$ cat config.mk
export PLATFORM = sky130hd
export DESIGN_NAME = bus_split_seq
export DESIGN_NICKNAME = d
export VERILOG_FILES = /design/src/rtl/bsplit_pkg.sv /design/src/rtl/bsplit_plan.sv /design/src/rtl/bsplit_lane.sv /design/src/rtl/bus_split_seq.sv
export SDC_FILE = /design/constraint.sdc
export NUM_CORES = 1
export LEC_CHECK = 0
export ABC_CLOCK_PERIOD_IN_PS = 5300
export BUFFER_PORTS_ARGS = -buffer_cell sky130_fd_sc_hd__buf_2
export CAP_MARGIN = 20
export CELL_PAD_IN_SITES_DETAIL_PLACEMENT = 0
export CELL_PAD_IN_SITES_GLOBAL_PLACEMENT = 1
export CORE_MARGIN = 1.5
export CORE_UTILIZATION = 41
export DETAILED_ROUTE_END_ITERATION = 8
export PLACE_DENSITY = 0.86
export SKIP_LAST_GASP = 1
export SLEW_MARGIN = 20
export SYNTH_ARGS = -nofsm -noshare
export SYNTH_HDL_FRONTEND = slang
export SYNTH_HIERARCHICAL = 1
export SYNTH_SLANG_ARGS = --single-unit
$ cat constraint.sdc
create_clock -name clk -period 5.3 [get_ports clk]
set_clock_uncertainty 0.15 [all_clocks]
set_input_delay 0.795 -clock clk [delete_from_list [all_inputs] [get_ports clk]]
set_output_delay 0.795 -clock clk [all_outputs]
set_load 0.02 [all_outputs]
$ cat src/rtl/bsplit_pkg.sv
package bsplit_pkg;
  typedef enum logic [1:0] {SZ_BYTE = 2'd0, SZ_WORD = 2'd1, SZ_LONG = 2'd2, SZ_RSV = 2'd3} size_e;
  typedef enum logic [1:0] {BW_8 = 2'd0, BW_16 = 2'd1, BW_32 = 2'd2, BW_RSV = 2'd3} bw_e;
  typedef enum logic [1:0] {ST_IDLE = 2'd0, ST_RUN = 2'd1, ST_RESP = 2'd2} st_e;

  // byte count of a 2-bit size/width code, 0 for the reserved code
  function automatic logic [2:0] code_bytes(input logic [1:0] code);
    case (code)
      2'd0:    code_bytes = 3'd1;
      2'd1:    code_bytes = 3'd2;
      2'd2:    code_bytes = 3'd4;
      default: code_bytes = 3'd0;
    endcase
  endfunction
endpackage

$ cat src/rtl/bsplit_plan.sv
module bsplit_plan
  import bsplit_pkg::*;
(
  input  logic [1:0] size,
  input  logic [1:0] width,
  input  logic       periph,
  output logic [2:0] n_chunks,
  output logic [2:0] chunk_bytes,
  output logic [2:0] bus_bytes,
  output logic [2:0] acc_bytes,
  output logic       reject
);
  logic [2:0] sb, wb;

  always_comb begin
    sb = code_bytes(size);
    wb = code_bytes(width);
    reject = (sb == 3'd0) || (wb == 3'd0) ||
             (size == SZ_LONG && width == BW_8 && periph);
    chunk_bytes = (sb < wb) ? sb : wb;
    bus_bytes   = wb;
    acc_bytes   = sb;
    if (sb <= wb)                        n_chunks = 3'd1;
    else if (sb == 3'd4 && wb == 3'd1)   n_chunks = 3'd4;
    else                                 n_chunks = 3'd2;
  end
endmodule

$ cat src/rtl/bsplit_lane.sv
module bsplit_lane #(
  parameter int LANES = 4,
  localparam int DW = 8 * LANES
) (
  input  logic [2:0]    bus_bytes,
  input  logic [2:0]    chunk_bytes,
  input  logic [1:0]    offset,
  input  logic          wr,
  input  logic [DW-1:0] wchunk,
  input  logic [DW-1:0] rdata,
  output logic [DW-1:0] wlanes,
  output logic [LANES-1:0] be,
  output logic [DW-1:0] rchunk
);
  logic [2:0]      lane_lo;
  logic [LANES-1:0] cmask;
  logic [DW-1:0]   dmask;
  logic [5:0]      bit_sh;

  always_comb begin
    lane_lo = bus_bytes - chunk_bytes - {1'b0, offset & bus_bytes[1:0] - 2'd1 & offset};
    case (chunk_bytes)
      3'd1:    cmask = LANES'(4'b0001);
      3'd2:    cmask = LANES'(4'b0011);
      default: cmask = LANES'(4'b1111);
    endcase
    be     = cmask << lane_lo;
    bit_sh = {lane_lo, 3'b000};
  end

  for (genvar l = 0; l < LANES; l++) begin : g_mask
    assign dmask[8*l +: 8] = {8{be[l]}};
  end

  assign wlanes = wr ? ((wchunk << bit_sh) & dmask) : '0;
  assign rchunk = (rdata & dmask) >> bit_sh;
endmodule

$ cat src/rtl/bus_split_seq.sv
module bus_split_seq
  import bsplit_pkg::*;
#(
  parameter int ADDR_W = 28
) (
  input  logic              clk,
  input  logic              rst_n,
  input  logic              cpu_valid,
  output logic              cpu_ready,
  input  logic [ADDR_W-1:0] cpu_addr,
  input  logic [1:0]        cpu_size,
  input  logic              cpu_write,
  input  logic [31:0]       cpu_wdata,
  input  logic [1:0]        cpu_width,
  input  logic              cpu_periph,
  output logic              cpu_done,
  output logic              cpu_err,
  output logic [31:0]       cpu_rdata,
  output logic              bus_req,
  input  logic              bus_ack,
  output logic [ADDR_W-1:0] bus_addr,
  output logic              bus_write,
  output logic [31:0]       bus_wdata,
  output logic [3:0]        bus_be,
  input  logic [31:0]       bus_rdata
);
  localparam int LANES = 4;

  st_e              st_q;
  logic [ADDR_W-1:0] addr_q;
  logic [31:0]      wsh_q, acc_q;
  logic [2:0]       left_q, cb_q, bb_q;
  logic             err_q, wr_q;

  logic [2:0] p_n, p_cb, p_bb, p_sb;
  logic       p_rej;
  logic [31:0] wchunk, rchunk;
  logic [5:0]  cb_bits, pre_sh;
  logic        take, step;

  bsplit_plan u_plan (
    .size(cpu_size), .width(cpu_width), .periph(cpu_periph),
    .n_chunks(p_n), .chunk_bytes(p_cb), .bus_bytes(p_bb),
    .acc_bytes(p_sb), .reject(p_rej)
  );

  assign cb_bits = {cb_q, 3'b000};
  assign pre_sh  = 6'd32 - {p_sb, 3'b000};
  assign wchunk  = wsh_q >> (6'd32 - cb_bits);

  bsplit_lane #(.LANES(LANES)) u_lane (
    .bus_bytes(bb_q), .chunk_bytes(cb_q), .offset(addr_q[1:0]), .wr(wr_q),
    .wchunk(wchunk), .rdata(bus_rdata),
    .wlanes(bus_wdata), .be(bus_be), .rchunk(rchunk)
  );

  assign take = (st_q == ST_IDLE) && cpu_valid;
  assign step = (st_q == ST_RUN) && bus_ack;

  always_ff @(posedge clk or negedge rst_n) begin
    if (!rst_n) begin
      st_q   <= ST_IDLE;
      addr_q <= '0;
      wsh_q  <= '0;
      acc_q  <= '0;
      left_q <= '0;
      cb_q   <= 3'd1;
      bb_q   <= 3'd1;
      err_q  <= 1'b0;
      wr_q   <= 1'b0;
    end else begin
      case (st_q)
        ST_IDLE: if (take) begin
          acc_q <= '0;
          err_q <= p_rej;
          wr_q  <= cpu_write & ~p_rej;
          if (p_rej) begin
            st_q <= ST_RESP;
          end else begin
            st_q   <= ST_RUN;
            addr_q <= cpu_addr;
            wsh_q  <= cpu_wdata << pre_sh;
            left_q <= p_n;
            cb_q   <= p_cb;
            bb_q   <= p_bb;
          end
        end
        ST_RUN: if (step) begin
          acc_q  <= (acc_q << cb_bits) | rchunk;
          wsh_q  <= wsh_q << cb_bits;
          addr_q <= addr_q + ADDR_W'(cb_q);
          left_q <= left_q - 3'd1;
          if (left_q == 3'd1) st_q <= ST_RESP;
        end
        default: begin
          st_q  <= ST_IDLE;
          wr_q  <= 1'b0;
        end
      endcase
    end
  end

  assign cpu_ready = (st_q == ST_IDLE);
  assign cpu_done  = (st_q == ST_RESP);
  assign cpu_err   = (st_q == ST_RESP) && err_q;
  assign cpu_rdata = acc_q;
  assign bus_req   = (st_q == ST_RUN);
  assign bus_addr  = addr_q;
  assign bus_write = wr_q;
endmodule

# After elaboration in Yosys (flattened, before gate mapping)
# Index checks and enable logic that the tools add are counted.
# op_classes
add_sub_neg	7
magnitude_cmp	2
n_eq_ne	15
shift	7
mux	29
bitwise	8
n_reduce_logical	20
# op_table
cell	n
32-bit 2-to-1 mux	6
32-bit case mux with 2 select lines	2
32-bit by 6-bit left shift with 32-bit output	4
28-bit 2-to-1 mux	3
32-bit bitwise AND	2
32-bit by 6-bit >> shifter with 32-bit output	2
28-bit case mux with 2 select lines	1
32-bit bitwise OR	1
28-bit by 3-bit adder with 28-bit output	1
3-bit 2-to-1 mux	6
3-bit case mux with 3 select lines	2
6-bit subtractor (first input constant)	2
3-bit by 1-bit equality test with 1-bit output (second input constant)	3
3-bit AND reduction	3
2-bit 2-to-1 mux	4
4-bit case mux with 2 select lines	1
2-bit by 1-bit equality test with 1-bit output (second input constant)	3
2-bit equality test (second input constant)	3
1-bit logical AND	6
2-bit logical NOT	3
3-bit logical NOT	2
2-bit by 1-bit inequality test with 1-bit output (second input constant)	3
3-bit case mux with 2 select lines	1
2-bit bitwise AND	2
other kinds (19)	22
# totals
ff_bits	105
input_bits	102
out_inout_bits	101
elab_cells	97

# Longest topological paths before layout
# depth
word_depth	10
ltp_mapped	13

# Modules after synthesis
# The synthesis kept the hierarchy.
# modules_own_cells
module	instances	cells_each	area_per_inst_um2
bus_split_seq	1	801	7114.3
bsplit_lane	1	279	1611.5
bsplit_plan	1	28	192.7

# Least setup slack after synthesis
# No wires, ideal clock.
# synth_timing
kind	reg-to-output
start	reg cb_q[1]
end	out bus_wdata[16]
t_arrival_ps	3504
required_ps	4355
path_slack_ps	851
path_stages_with_launch	12
n_path_buf	5
path_cell_list	dfrtp_1 > buf_2 > buf_2 > clkbuf_1 > inv_1 > ha_1 > buf_1 > clkbuf_1 > a211oi_1 > a211oi_1 > nor2_1 > a311oi_1
# synth_via
elab_chain_len	5
# synth_lines
element	line	source
from (decl)	bus_split_seq.sv:32	logic [2:0] left_q, cb_q, bb_q;
from (signal assigned)	bus_split_seq.sv:84	cb_q <= p_cb;
6-bit subtractor	bus_split_seq.sv:49	assign wchunk = wsh_q >> (6'd32 - cb_bits);
32-bit by 6-bit >> shifter with 32-bit output	bus_split_seq.sv:49	
net wchunk[0]	bus_split_seq.sv:37	logic [31:0] wchunk, rchunk;
32-bit by 6-bit left shift with 32-bit output	bsplit_lane.sv:35	assign wlanes = wr ? ((wchunk << bit_sh) & dmask) : '0;
32-bit bitwise AND	bsplit_lane.sv:35	
32-bit 2-to-1 mux	bsplit_lane.sv:35	
to (decl)	bus_split_seq.sv:23	output logic [31:0] bus_wdata,
# The timed path passes the listed nets, and every way through them passes these cells.

# Final worst setup path
# layout_timing
start	reg bb_q[0]
end	out bus_wdata[12]
# layout_via
elab_chain_len	7
# layout_lines
element	line	source
from (decl)	bus_split_seq.sv:32	
from (signal assigned)	bus_split_seq.sv:85	bb_q <= p_bb;
2-bit by 1-bit subtractor with 2-bit output	bsplit_lane.sv:21	lane_lo = bus_bytes - chunk_bytes - {1'b0, offset & bus_bytes[1:0] - 2'd1 & offset};
2-bit bitwise AND (2 in series)	bsplit_lane.sv:21	
3-bit by 2-bit subtractor with 3-bit output (*)	bsplit_lane.sv:21	
32-bit by 6-bit left shift with 32-bit output / 4-bit by 3-bit left shift with 4-bit output (equally long branches)	bsplit_lane.sv:35, bsplit_lane.sv:27	
32-bit bitwise AND (*)	bsplit_lane.sv:35	
32-bit 2-to-1 mux (*)	bsplit_lane.sv:35	
# Every way passes the cells marked *; elsewhere a longest branch is shown, timed or not.

==> run_results.csv <==
group,metric,value,unit
finish,multi_input_comb_area,0.005847,mm2
place,gp_congestion,0.9278,
global_route,grt_first_pass_wirelength,44.47,mm
routing,final_antenna_net_count,0,
synth,number_of_enable_flip_flop_cells_after_synthesis,0,
timing,clock.fmax,0.2017,GHz
routing,routed.top_layer,"met5",
worst_setup_path,end_kind,"output pin",
power,powerDensity,799.2,mW/mm2
synth,synth_warnings,6,
timing,post_route_clock_period_utilization,93.57,%
worst_setup_path,cp_max_fo,30,
routing,route.met3.wl,2.235,mm
clocking,clockRootBuffer,"sky130_fd_sc_hd__clkbuf_16",
worst_setup_path,timing.reg2reg.worst_path_depth,10,
clocking,clock_insertion_delay_worst_skew,0.36,ns
worst_setup_path,source_of_the_worst_register_to_register_timing_path,"bb_q[0]$_DFFE_PN1P_",
worst_setup_path,setup.worst_path.start_class,"register",
global_route,overflow,0,
worst_setup_path,criticalPathCategory,"reg -> out",
clocking,post_cts_hold_buffer_count,0,
global_route,number_of_global_route_vias_before_repair,8241,
synth,post_synth_fa_ha_maj_area_fraction,2.132,%
timing,setup_repair_after_global_routing_missed_its_margin,"no",
synth,post_synth_mux_area_share,9.498,%
clocking,worst_setup_hold_path_clk_slew,0.08,ns
clocking,postCtsSetupBuffers,0,
clocking,ctsLongestPathBuffers,2,
finish,finalCoreUtilization,48.94,%
hold_path,timing.hold.worst.class,"reg -> reg",
synth,syn-num-nets,1224,
die,floorplan.io_pins,203,
timing,setup_tns,0,ns
routing,route.detailed.drc,0,
power,peakVddDrop,0.0007542,V
synth,seq_area_frac_synth,29.49,%
hold_path,timing.hold.worst.start,"err_q$_DFFE_PN0P_",
routing,drt_first_pass_iters,5,
routing,drt-total-wl,28.23,mm
die,die_height,150.5,um
synth,synth_area_per_inst,8.049,um2
timing,maxSlewHeadroom,25.91,%
place,detailed_place_hpwl,20.54,mm
timing,min_period,4.959,ns
routing,met2_wirelength,12.09,mm
routing,count_of_routing_violations_after_the_opening_detailed_route_iteration,667,
synth,dominant_combinational_cell_family_by_area_after_synthesis,"compound AO/OA/AOI/OAI gates",
finish,layout.area.seq,0.002631,mm2
clocking,cts_made_buffers,9,
timing,setup-violations-final,0,
synth,number_of_flip_flops_and_latches_in_the_synthesized_netlist,105,
power,finalPower,8.275,mW
routing,avgRoutedWirePerCell,18.49,um
synth,synth.distinct_cells,76,
hold_path,hold-path-endpoint,"err_q$_DFFE_PN0P_",
synth,synthXorXnorAreaFrac,0.9540,%
flow_run,cap_violations,0,
finish,final_cell_mix,"sky130_fd_sc_hd__buf_2, sky130_fd_sc_hd__nand2_1, sky130_fd_sc_hd__dfrtp_1, sky130_fd_sc_hd__mux2i_1, sky130_fd_sc_hd__o21ai_0",
global_route,grt_start_max_net_pins,74,
worst_setup_path,r2r_end,"cpu_rdata[10]$_DFFE_PN0P_",
die,core-area,0.02115,mm2
routing,post_drt_via_cell_ratio,5.952,
timing,worst_slew_pin_slew,1.103,ns
synth,synth_cells,1108,
place,io_buffer_count,202,
hold_path,worst_hold_depth,1,
timing,final_hold_viol_count,0,
power,total_leakage_power,4.542,nW
global_route,total_routing_resource_utilization_after_global_routing,24.57,%
clocking,clock_sinks,105,
worst_setup_path,required,4.36,ns
global_route,antenna_found_initial,2,
synth,ys_async_sr_fraction,100.0,%
worst_setup_path,critical_path.slowest_cell,"sky130_fd_sc_hd__fa_2",
worst_setup_path,cp_cell_sequence,"xnor2_1 -> and2_1 -> ha_1 -> fa_2 -> nand2b_1 -> mux2i_1 -> buf_4 -> nand3_1 -> a21oi_1 -> buf_2",
routing,route.vias.total,9088,
die,die_area,0.02265,mm2
outcome,outcome,"completed",
die,die_width,150.5,um
die,placement_rows,53,
clocking,cts_htree_levels,3,
finish,nFillCells,2107,
finish,final_common_cell,"sky130_fd_sc_hd__buf_2",
finish,layout-drive-gt1-share,23.02,%
worst_setup_path,worst_path_largest_cell_delay,0.90,ns
timing,report.final.slew_viol_count,0,
clocking,cts_tree,"done",
synth,synth_area_in_compound_gates,28.96,%
die,start_util,42.16,%
synth,syn-cell-area,0.008919,mm2
finish,design.final.nets,1362,
finish,area_growth,16.09,%
worst_setup_path,critical_path_data_arrival_time,4.01,ns
synth,fraction_of_the_mapped_netlist_area_in_simple_logic_gates,23.29,%
routing,route.layer.met1.wl,13.47,mm
worst_setup_path,timing.reg2reg.setup_slack,1.51,ns
synth,ys_dominant_reg_cell,"sky130_fd_sc_hd__dfrtp_1",
clocking,post_cts_resized,0,
[sequential cells by signal (all words and copies together), names as in the netlist]
register and cells:
st_q 2, cpu_rdata 32, err_q 1, bb_q 3, wsh_q 32, bus_addr 28
left_q 3, cb_q 3, bus_write 1
[cell type report]
| class | instances | share of cell area [%] |
|---|---|---|
| Antenna cell | 1 | 0.02417 |
| Sequential cell | 105 | 25.41 |
| Timing Repair Buffer | 220 | 11.09 |
| Tap cell | 275 | 3.323 |
| Clock buffer | 10 | 2.211 |
| Clock inverter | 6 | 0.7372 |
| Inverter | 20 | 0.7251 |
| Multi-Input combinational cell | 890 | 56.47 |
[metrics by stage]
stage               instances  worst slack, ns  hold slack, ns  cell area [um2]
floorplan                1108           0.8506          0.2975             8919
global placement         1510           0.7290          0.3366            10030
detailed placement       1510           0.6471          0.3434            10030
CTS                      1526           0.2455          0.3619            10340
global route             1526          0.09620          0.3827            10350
finish                   1527           0.3410          0.3589            10350
[metal layers]
| metal | global-route usage (%) | vias up |
|---|---|---|
| li1 | - | 4405 |
| met5 | 0 | - |
| met1 | 36.96 | 4297 |
| met3 | 3.939 | 34 |
| met4 | 5.931 | 2 |
| met2 | 36.42 | 350 |
[how the worst max path moves through the flow]
stage | startpoint | end | slack (ns) | cells past startpoint
2_1_floorplan | cb_q[1]$_DFFE_PN0P_ | bus_wdata[16] | 0.85 | 11
3_3_place_gp | bb_q[0]$_DFFE_PN1P_ | bus_wdata[22] | 0.73 | 9
3_5_place_dp | bb_q[0]$_DFFE_PN1P_ | bus_wdata[17] | 0.65 | 9
4_1_cts | bb_q[0]$_DFFE_PN1P_ | bus_wdata[17] | 0.25 | 9
5_1_grt | bb_q[0]$_DFFE_PN1P_ | bus_wdata[15] | 0.1 | 10
6_report | bb_q[0]$_DFFE_PN1P_ | bus_wdata[12] | 0.34 | 10
[cell families after synthesis]
| kind of cell | count (synthesis) |
|---|---|
| xor+xnor | 8 |
| mux | 82 |
| fa+ha+maj | 14 |
| buf+inv | 113 |
| simple gates | 425 |
| compound gates | 361 |
| flops | 105 |
[cells in the mapped netlist (all sizes together), types with 10 or more instances]
library cell / count / area (um2)
inv: 18 / 67.56
clkbuf: 57 / 219.0
nor3: 11 / 60.06
a311oi: 22 / 192.7
and3: 28 / 180.2
a22oi: 13 / 97.59
mux2: 18 / 206.4
nand3: 23 / 115.1
nand2b: 11 / 68.82
and2: 23 / 145.1
a22o: 34 / 297.8
o21ai: 65 / 325.3
nor2b: 20 / 125.1
dfrtp: 103 / 2577
mux2i: 64 / 640.6
a21o: 21 / 157.7
or3: 10 / 62.56
nand2: 198 / 743.2
nand3b: 11 / 82.58
o2bb2ai: 31 / 271.5
a211oi: 29 / 217.7
o211ai: 15 / 112.6
a21oi: 61 / 309.1
buf: 36 / 212.7
o22a: 11 / 97.59
a2bb2oi: 18 / 170.2
ha: 12 / 150.1
nor2: 58 / 220.2
[critical path, delay by kind of cell, from the launching register on]
kind / cells / cell delay (ns)
AO/OA/AOI/OAI: 1 / 0.23
XOR/XNOR: 1 / 0.09
adder cells (fa/ha/maj): 2 / 1.20
buffers and inverters: 2 / 0.40
flip-flops: 1 / 0.66
multiplexers: 1 / 0.23
AND/OR/NAND/NOR: 3 / 0.83
[power breakdown]
group          total (mW)  switching (mW)  internal [mW]
Combinational        5.90            3.73           2.17
Sequential           1.67           0.520           1.15
Clock               0.707           0.332          0.375
Note: power is estimated with default switching activity, not from simulation.
